## src/rtl/retstack.sv

```systemverilog
`timescale 1ns/1ps
module retstack #(
  parameter int DEPTH = 31,
  parameter int AW    = 21,
  parameter int CW    = 8,
  localparam int PW   = $clog2(DEPTH + 1)
) (
  input  logic          clk_i,
  input  logic          rst_ni,
  input  logic          dev_rst_i,
  input  logic          push_i,
  input  logic          push_fast_i,
  input  logic [AW-1:0] push_pc_i,
  input  logic [CW-1:0] wreg_i,
  input  logic [CW-1:0] status_i,
  input  logic [CW-1:0] bsr_i,
  input  logic          ret_i,
  input  logic          drop_i,
  input  logic          tos_we_i,
  input  logic [1:0]    tos_sel_i,
  input  logic [7:0]    tos_wdata_i,
  input  logic          flag_clr_i,
  input  logic          err_rst_en_i,
  output logic [AW-1:0] tos_o,
  output logic [PW-1:0] sp_o,
  output logic          full_o,
  output logic          unf_o,
  output logic          rst_req_o,
  output logic [CW-1:0] shd_wreg_o,
  output logic [CW-1:0] shd_status_o,
  output logic [CW-1:0] shd_bsr_o
);
  localparam logic [PW-1:0] TOP = PW'(DEPTH);

  logic [AW-1:0] mem [DEPTH];
  logic [PW-1:0] sp;
  logic          full_q, unf_q, req_q;
  logic [CW-1:0] sw_q, ss_q, sb_q;

  logic at_top, empty, pop, ovf_ev, unf_ev, patch;
  logic [PW-1:0] wr_idx;

  assign at_top = (sp == TOP);
  assign empty  = (sp == '0);
  assign pop    = !push_i && (ret_i || drop_i);
  assign ovf_ev = push_i && (sp >= TOP - 1'b1);
  assign unf_ev = pop && empty;
  assign patch  = !push_i && !ret_i && !drop_i && tos_we_i && !empty;
  assign wr_idx = at_top ? sp - 1'b1 : sp;

  always_ff @(posedge clk_i or negedge rst_ni) begin
    if (!rst_ni) begin
      sp     <= '0;
      full_q <= 1'b0;
      unf_q  <= 1'b0;
      req_q  <= 1'b0;
      sw_q   <= '0;
      ss_q   <= '0;
      sb_q   <= '0;
    end else if (dev_rst_i) begin
      sp    <= '0;
      req_q <= 1'b0;
    end else begin
      req_q <= err_rst_en_i && (ovf_ev || unf_ev);
      full_q <= (full_q && !flag_clr_i) || ovf_ev;
      unf_q  <= (unf_q && !flag_clr_i) || unf_ev;
      if (push_i) begin
        if (!at_top) sp <= sp + 1'b1;
        if (push_fast_i) begin
          sw_q <= wreg_i;
          ss_q <= status_i;
          sb_q <= bsr_i;
        end
      end else if (pop && !empty) begin
        sp <= sp - 1'b1;
      end
    end
  end

  always_ff @(posedge clk_i) begin
    if (rst_ni && !dev_rst_i) begin
      if (push_i) begin
        mem[wr_idx] <= push_pc_i;
      end else if (patch) begin
        case (tos_sel_i)
          2'd0: mem[sp - 1'b1][7:0]    <= tos_wdata_i;
          2'd1: mem[sp - 1'b1][15:8]   <= tos_wdata_i;
          2'd2: mem[sp - 1'b1][AW-1:16] <= tos_wdata_i[AW-17:0];
          default: ;
        endcase
      end
    end
  end

  assign tos_o        = empty ? '0 : mem[sp - 1'b1];
  assign sp_o         = sp;
  assign full_o       = full_q;
  assign unf_o        = unf_q;
  assign rst_req_o    = req_q;
  assign shd_wreg_o   = sw_q;
  assign shd_status_o = ss_q;
  assign shd_bsr_o    = sb_q;
endmodule

```

## config.mk

```make
export PLATFORM = sky130hd
export DESIGN_NAME = retstack
export DESIGN_NICKNAME = d
export VERILOG_FILES = /design/src/rtl/retstack.sv
export SDC_FILE = /design/constraint.sdc
export NUM_CORES = 1
export LEC_CHECK = 0
export ABC_AREA = 0
export BUFFER_PORTS_ARGS = -buffer_cell sky130_fd_sc_hd__buf_4
export CAP_MARGIN = 20
export CORE_MARGIN = 5
export CORE_UTILIZATION = 65
export DETAILED_ROUTE_END_ITERATION = 6
export MAX_ROUTING_LAYER = met4
export PLACE_DENSITY = 0.83
export SETUP_SLACK_MARGIN = 0.02
export SYNTH_ARGS = -nofsm -noshare
export SYNTH_HDL_FRONTEND = slang
export SYNTH_SLANG_ARGS = --single-unit
```

## constraint.sdc

```tcl
create_clock -name clk_i -period 7.6 [get_ports clk_i]
set_input_delay 0.38 -clock clk_i [delete_from_list [all_inputs] [get_ports clk_i]]
set_output_delay 0.38 -clock clk_i [all_outputs]
set_load 0.02 [all_outputs]
```

======== Yosys cells after proc, flatten, opt, wreduce, memory -nomap -nowiden ========
Memory sizes are Yosys's and may differ from the RTL's.
Cells that the tools add are included.
operators by class
  add/subtract/negate cells ............... 2
  order comparisons ....................... 1
  equality and inequality tests ........... 4
  muxes and demuxes ....................... 28
  bitwise gates (word level) .............. 1
  reductions and logical operators ........ 28
operator list
  operator                                                            count
  21-bit two-way mux                                                  2
  5-bit two-way mux                                                   6
  21-bit OR reduction                                                 1
  1-bit two-way mux                                                   19
  1-bit logical AND                                                   12
  1-bit zero test                                                     6
  5-bit by 1-bit adder with 5-bit output, second input constant       1
  5-bit == test, second input constant                                1
  5-bit >= comparator, second input constant                          1
  5-bit zero test                                                     1
  5-bit by 1-bit subtractor with 5-bit output, second input constant  1
  1-bit logical OR                                                    4
  3-bit two-way mux                                                   1
  3-bit != test, second input constant                                1
  3-bit AND reduction                                                 1
  3-bit nonzero test                                                  1
  2-bit by 1-bit == test with 1-bit output, second input constant     1
  2-bit == test, second input constant                                1
  2-bit zero test                                                     1
  2-bit AND reduction                                                 1
  1-bit NOT                                                           1
storage, ports and cells
  register bits after elaboration ......... 32
  memory bits (writable) .................. 651
  bits of input ports ..................... 65
  output and inout port bits .............. 53
  memories kept ........................... 1
memories
  name  words  bits a word  read ports  clocked after Yosys merged registers in  write ports  RTL line  source
  mem   31     21           1           0                                        1            35        logic [AW-1:0] mem [DEPTH];

======== Longest topological paths before layout ========
Gate-level depths: netlist of the first run.
  depth after elaboration ................. 11
  gate-level depth with buffers ........... 12

======== Worst setup path after synthesis of the first run ========
OpenSTA, ideal clock, no wires.
  path type ............................... reg-to-output
  start point ............................. register sp[0], in the netlist sp_o[0]
  end point ............................... output port tos_o[10]
  data arrival time ....................... 3319 ps
  data required time ...................... 7220 ps
  slack ................................... 3901 ps
  cell stages (with the launch flop) ...... 12
  path buffers ............................ 4
  cell sequence ........................... dfrtp_1 > buf_2 > clkbuf_1 > inv_1 > ha_1 > buf_2 > inv_2 > buf_2 > mux4_2 > nor2b_1 > o32ai_1 > o221ai_1
between the ends
  word-level cells in the longest chain between the ends .. 3
  elaborated cells on any way between the ends .. 4
ends and longest elaborated chain
  element                                      RTL line  source
  start: declaration                           36        logic [PW-1:0] sp;
  start signal: assignment                     68        if (!at_top) sp <= sp + 1'b1;
  start signal: assignment                     75        sp <= sp - 1'b1;
  5-bit by 1-bit subtractor with 5-bit output  95        assign tos_o = empty ? '0 : mem[sp - 1'b1];
  memory read 31 x 21 bit                      --
  21-bit two-way mux (*)                       95
  end: declaration                             24        output logic [AW-1:0] tos_o,
Every way passes the cells marked *; elsewhere a longest branch is shown, timed or not.

======== Final worst setup path of the first run ========
  start point ............................. register sp[0], in the netlist sp_o[0]
  end point ............................... output port tos_o[7]
The elaborated chain is that of the path after synthesis.

==> results of run 1 <==
## area by class of cell
| cell class | instances | area [um^2] | share of cell area [%] |
|---|---|---|---|
| clock buffers | 87 | 1790 | 5.69 |
| clock inverters | 31 | 226 | 0.719 |
| repair buffers | 167 | 1580 | 5.02 |
| flip-flops and latches | 683 | 20400 | 64.6 |
| well taps | 539 | 674 | 2.14 |
| inverters | 6 | 22.5 | 0.0715 |
| multi-input cells | 690 | 6860 | 21.8 |
## final timing paths
check,cells past startpoint,endpoint
worst max-delay path,8,tos_o[7]
worst min-delay path,2,shd_status_o[2]
worst max register to register,7,mem[7][15]
worst min register to register,2,full_o
max in group asynchronous,2,sp_o[0]
min in group asynchronous,2,sp_o[3]
## cell usage in the layout (no fill, tap or decap), types with 8 or more instances in the layout
cell type and instances:
o21ai_0 10, a21oi_1 23, buf_8 8, nand2_1 62, mux2i_1 108, clkinv_1 15, edfxtp_1 651, buf_16 13
buf_4 136, clkbuf_1 18, clkinv_2 10, mux2_2 46, o221ai_1 21, nor3_1 27, o22ai_1 21, clkbuf_16 69
nor2_1 104, nor2b_1 26, mux4_2 126, o32ai_1 22, dfrtp_1 31
## per-stage QoR
stage	hold slack, ns	worst slack (ns)	utilization, %
6_report	0.0275	1.88	75.1
5_1_grt	0.0150	1.56	75.1
3_3_place_gp	0.342	2.46	69.0
4_1_cts	0.00560	1.77	74.0
3_5_place_dp	0.357	2.40	69.2
2_1_floorplan	0.0844	3.90	-
## worst max-delay path: cells and delay by family, from the launching register on
family	cells	cell delay, ns
buf+inv	3	1.54
fa+ha+maj	1	0.97
flops	1	0.89
mux	2	0.68
compound gates	2	0.57
## flip-flops by register name, indices dropped and copies added (netlist names)
name and flops:
sp_o 5, full_o 1, mem 651, shd_bsr_o 8, shd_wreg_o 8, shd_status_o 8
unf_o 1, rst_req_o 1
## metal layers
| layer | share of wire, % | global-route usage, % |
|---|---|---|
| met1 | 35 | 38.4 |
| met2 | 51 | 46.9 |
| met3 | 9.7 | 4.92 |
| met4 | 3.9 | 10.1 |
| met5 | 0 | - |
## cell families (layout without fill, tap and decap cells)
kind of cell	Yosys count	in the layout	share of synthesized area, %
flip-flops	683	683	73.8
multiplexers	280	280	16.1
AND/OR/NAND/NOR	261	261	4.51
AO/OA/AOI/OAI	139	139	3.66
buffers and inverters	96	291	1.56
XOR/XNOR	6	6	0.191
adder cells (fa/ha/maj)	4	4	0.182
## power breakdown
| group | switching, W | total (W) | internal, W | leakage, nW |
|---|---|---|---|---|
| clock network | 0.00135 | 0.00312 | 0.00177 | 0.989 |
| logic | 0.00135 | 0.00236 | 0.00100 | 3.24 |
| registers | 0.0000651 | 0.00425 | 0.00418 | 6.24 |
## what timing repair did
| item | CTS | global route |
|---|---|---|
| endpoints found under the setup margin | 0 | 0 |
| hold buffers | 2 | 0 |
| hold endpoints to repair | 33 | 0 |
==> results.yml, run 1 <==
status:
  status: "finished, final reports clean"
synth:
  ys.flop_type: "edfxtp_1"
  yosysMostFrequentCell: "edfxtp_1"
  synth-async-reset-ratio_pct: 4.69
  yosysUniqueCellTypes: 62
  syn_nets: 1538
  yosysTopAreaCellShare_pct: 70.9
  yosys_warnings: 0
  ys_ff_latch: 683
  syn_inst: 1469
  ys_top_cells_by_count: "edfxtp_1 (651), mux4_2 (126), mux2i_1 (108), nor2_1 (104), nand2_1 (62)"
  syn_area_mm2: 0.0276
  yosysSeqAreaShare_pct: 73.8
  synth_edf_count: 651
  synthTopCellsByArea: "edfxtp_1 (71%), mux4_2 (10%), mux2i_1 (3.9%)"
  synth_area_per_cell_um2: 18.8
  yosysTopAreaCell: "edfxtp_1"
cts:
  clockBufferDepth: 3
  htreeDepth: 3
  clock_sinks: 683
  cts_buffers: 67
  clk_pin_slew_ns: 0.06
  cts_tree: "done"
  cts_resized: 0
  clock_latency_ns: 0.58
  cts_post_setup_buffers_inserted: 0
  root_buffer: "clkbuf_16"
sta:
  setup_tns_ns: 0
  max_slew_margin_pct: 23.6
  setup_violations: 0
  finalHoldViolCount: 0
  worst_slew_pin_slew_ns: 1.14
  slew_viol_final: 0
  rsz0062_at_grt: "false"
  finClkSkew_ns: 0.0226
  period_minus_slack_ns: 5.72
  clock.fmax_ghz: 0.175
  min_period_over_period_pct: 75.3
worst_hold_path:
  hold_class: "primary input to flip-flop"
  min-delay-start: "status_i[2]"
power:
  leakagePower_nw: 10.5
  power_density_mw_per_mm2: 309
  peakVddDrop_mv: 0.276
  power_w: 0.00973
finish:
  design_area_mm2: 0.0315
  nNetsFinal: 1684
  fillers: 2207
  final_cell_count_no_fill: 2203
  syn2layout_area_growth_pct: 14.3
  antenna_cells: 0
  drive_above_1_share_pct: 26.6
place:
  gp_congestion: 0.857
  place_inst: 2060
  placed_area_mm2: 0.0290
  dpl.hpwl_um: 38800
  portBuffers: 117
floorplanning:
  rows: 75
  top_level_ports: 118
  core_mm2: 0.0419
  initial_core_util_pct: 65.7
  fp.dieW_um: 216
  chipHeight_um: 216
  die_area_mm2: 0.0466
global_routing:
  grt_pass1_wl_um: 98300
  first_global_vias: 15500
  antenna_found_initial: 0
  grt_max_degree: 127
  gr-usage-all-layers_pct: 29.0
  overflow: 0
worst_setup_path:
  cp.required_ns: 7.22
  arrival_ns: 5.34
  path_max_fanout: 83
  crit_slowest_cell: "ha_4"
  crit_path_frequent_cell: "buf_4"
  cp_cell_sequence: "inv_1, ha_4, buf_4, mux4_2, mux2_2, o32ai_1, o221ai_1, buf_4"
  critPathLaunchType: "flip-flop"
  reg2reg_slack_ns: 2.67
  critPathLaunch: "sp_o[0]"
  critPathKind: "flip-flop to output port"
  endpoint_kind: "output port"
  worstReg2RegStart: "sp_o[0]"
  critPathMaxStageDelay_ns: 0.97
routing:
  vias_per_cell: 6.84
  dr.pass1.iters: 5
  num_vias: 15100
  ant_nets: 0
  wl_per_cell_um: 29.9
  initialDrtViolationCount: 2006
  wl_um: 66000
  drc: 0
flow_run:
  maxCapViolCount: 0
No activity file was read; power rests on OpenSTA's default activity.
==> run 2: changes to the inputs <==
--- a/config.mk
+++ b/config.mk
@@ -9,10 +9,10 @@
 export BUFFER_PORTS_ARGS = -buffer_cell sky130_fd_sc_hd__buf_4
 export CAP_MARGIN = 20
 export CORE_MARGIN = 5
-export CORE_UTILIZATION = 65
+export CORE_UTILIZATION = 55
 export DETAILED_ROUTE_END_ITERATION = 6
 export MAX_ROUTING_LAYER = met4
-export PLACE_DENSITY = 0.83
+export PLACE_DENSITY = 0.75
 export SETUP_SLACK_MARGIN = 0.02
 export SYNTH_ARGS = -nofsm -noshare
 export SYNTH_HDL_FRONTEND = slang
==> constraint.sdc (replaced) <==
create_clock -name clk_i -period 5.15 [get_ports clk_i]
set_input_delay 0.2575 -clock clk_i [delete_from_list [all_inputs] [get_ports clk_i]]
set_output_delay 0.2575 -clock clk_i [all_outputs]
set_load 0.02 [all_outputs]
==> results.yml, run 2 (synthesis gave the netlist of run 1 again) <==
sta:
  period_minus_slack_ns: 4.70
  finalHoldViolCount: 0
  max_slew_margin_pct: 27.4
  min_period_over_period_pct: 91.3
  clock.fmax_ghz: 0.213
  setup_violations: 0
  finClkSkew_ns: 0.0224
  slew_viol_final: 0
  setup_tns_ns: 0
  rsz0062_at_grt: "false"
  worst_slew_pin_slew_ns: 1.08
floorplanning:
  initial_core_util_pct: 55.3
  rows: 82
  top_level_ports: 118
  chipHeight_um: 234
  die_area_mm2: 0.0547
  fp.dieW_um: 234
  core_mm2: 0.0499
worst_setup_path:
  crit_slowest_cell: "or3_1"
  cp.required_ns: 4.89
  critPathKind: "flip-flop to output port"
  endpoint_kind: "output port"
  critPathLaunch: "sp_o[0]"
  cp_cell_sequence: "inv_1, ha_4, nor3b_1, or3_1, o22ai_1, o32ai_1, o221ai_1, buf_4"
  critPathMaxStageDelay_ns: 0.84
  worstReg2RegStart: "sp_o[0]"
  arrival_ns: 4.44
  critPathLaunchType: "flip-flop"
  path_max_fanout: 21
global_routing:
  use_met3_pct: 3.85
  overflow: 0
  grt_busiest_layer: "met2"
  gr-usage-all-layers_pct: 24.0
  grt_util_met2_pct: 40.2
  first_global_vias: 15100
  grt_max_degree: 154
  grt_pass1_wl_um: 94800
  use_met1_pct: 30.5
  antenna_found_initial: 0
routing:
  drc: 0
  wl_um: 62800
  dr.pass1.iters: 5
  ant_nets: 0
  initialDrtViolationCount: 1682
  wl_per_cell_um: 26.4
  num_vias: 14700
  vias_per_cell: 6.17
cts:
  clock_latency_ns: 0.60
  cts_tree: "done"
  root_buffer: "clkbuf_16"
  clock_sinks: 683
  htreeDepth: 3
  clockBufferDepth: 3
  cts_buffers: 69
  cts_resized: 0
  clk_pin_slew_ns: 0.06
place:
  placed_area_mm2: 0.0294
  gp_congestion: 0.874
  portBuffers: 117
  dpl.hpwl_um: 39200
worst_hold_path:
  hold_class: "primary input to flip-flop"
  min-delay-start: "push_i"
finish:
  multi_input_area_mm2: 0.00687
  drive_above_1_share_pct: 27.4
  fillers: 3360
  layout_commonest_cell: "edfxtp_1"
  largest_reg_flops: 651
  layout_common_cells: "edfxtp_1 (651), buf_4 (166), mux4_2 (126), mux2i_1 (106), nor2_1 (104)"
  nNetsFinal: 1720
  regMostFlops: "mem"
  register_area_mm2: 0.0204
  syn2layout_area_growth_pct: 16.3
  design_area_mm2: 0.0321
flow_run:
  maxCapViolCount: 0
power:
  leakagePower_nw: 10.6
  power_density_mw_per_mm2: 459
  peakVddDrop_mv: 0.443
status:
  status: "finished, final reports clean"
## run 2: layout make-up
type / instances / share of cell area [%]
Antenna cell: 1 / 0.00781
Inverter: 6 / 0.0703
Tap cell: 672 / 2.62
Sequential cell: 683 / 63.5
Timing Repair Buffer: 201 / 5.28
Clock buffer: 80 / 5.65
Multi-Input combinational cell: 690 / 21.4
Clock inverter: 45 / 1.44
## run 2: power breakdown
| group | switching (W) | leakage (nW) | internal, W |
|---|---|---|---|
| Combinational | 0.00198 | 3.30 | 0.00148 |
| Clock | 0.00206 | 1.11 | 0.00294 |
| Sequential | 0.0000638 | 6.24 | 0.00617 |
| Total | 0.00410 | 10.6 | 0.0106 |
## run 2: worst paths after layout
kind,to,slack [ns],cells after the start
setup / recovery,tos_o[7],0.45,8
hold / removal,rst_req_o,0.14,3
setup reg to reg,mem[3][15],0.97,8
hold reg to reg,full_o,0.51,2
max in group asynchronous,sp_o[0],4.65,2
min in group asynchronous,full_o,0.16,2
## run 2: timing repair
item	in CTS	in global routing
hold buffers	28	0
endpoints found under the hold margin	61	0
buffers inserted	0	0
## run 2: stage by stage
stage / total power (W) / setup WS [ns] / cells / util (%) / hold WS, ns
2_1_floorplan: 0.00865 / 1.51 / 1469 / - / -0.0381
3_3_place_gp: 0.00974 / 1.20 / 2219 / 58.9 / 0.219
3_5_place_dp: 0.00978 / 1.07 / 2219 / 58.9 / 0.222
4_1_cts: 0.0148 / 0.493 / 2372 / 64.0 / 0.107
5_1_grt: 0.0152 / 0.262 / 2377 / 64.3 / 0.121
6_report: 0.0147 / 0.449 / 2378 / 64.3 / 0.141
## run 2: critical path: cells and delay by family, from the launching register on
family	cells	cell delay [ns]
AO/OA/AOI/OAI	3	1.02
adder cells (fa/ha/maj)	1	0.31
buffers and inverters	2	0.54
flip-flops	1	0.53
AND/OR/NAND/NOR	2	1.45
## run 2: per-layer routing
layer  part of all wire (%)  vias to the layer above  wire, um
met2                     52                      632     32800
met3                    6.6                      134      4140
met4                    3.4                        0      2160
met1                     38                     7575     23700
met5                      0                        -         0
li1                       -                     6320         -
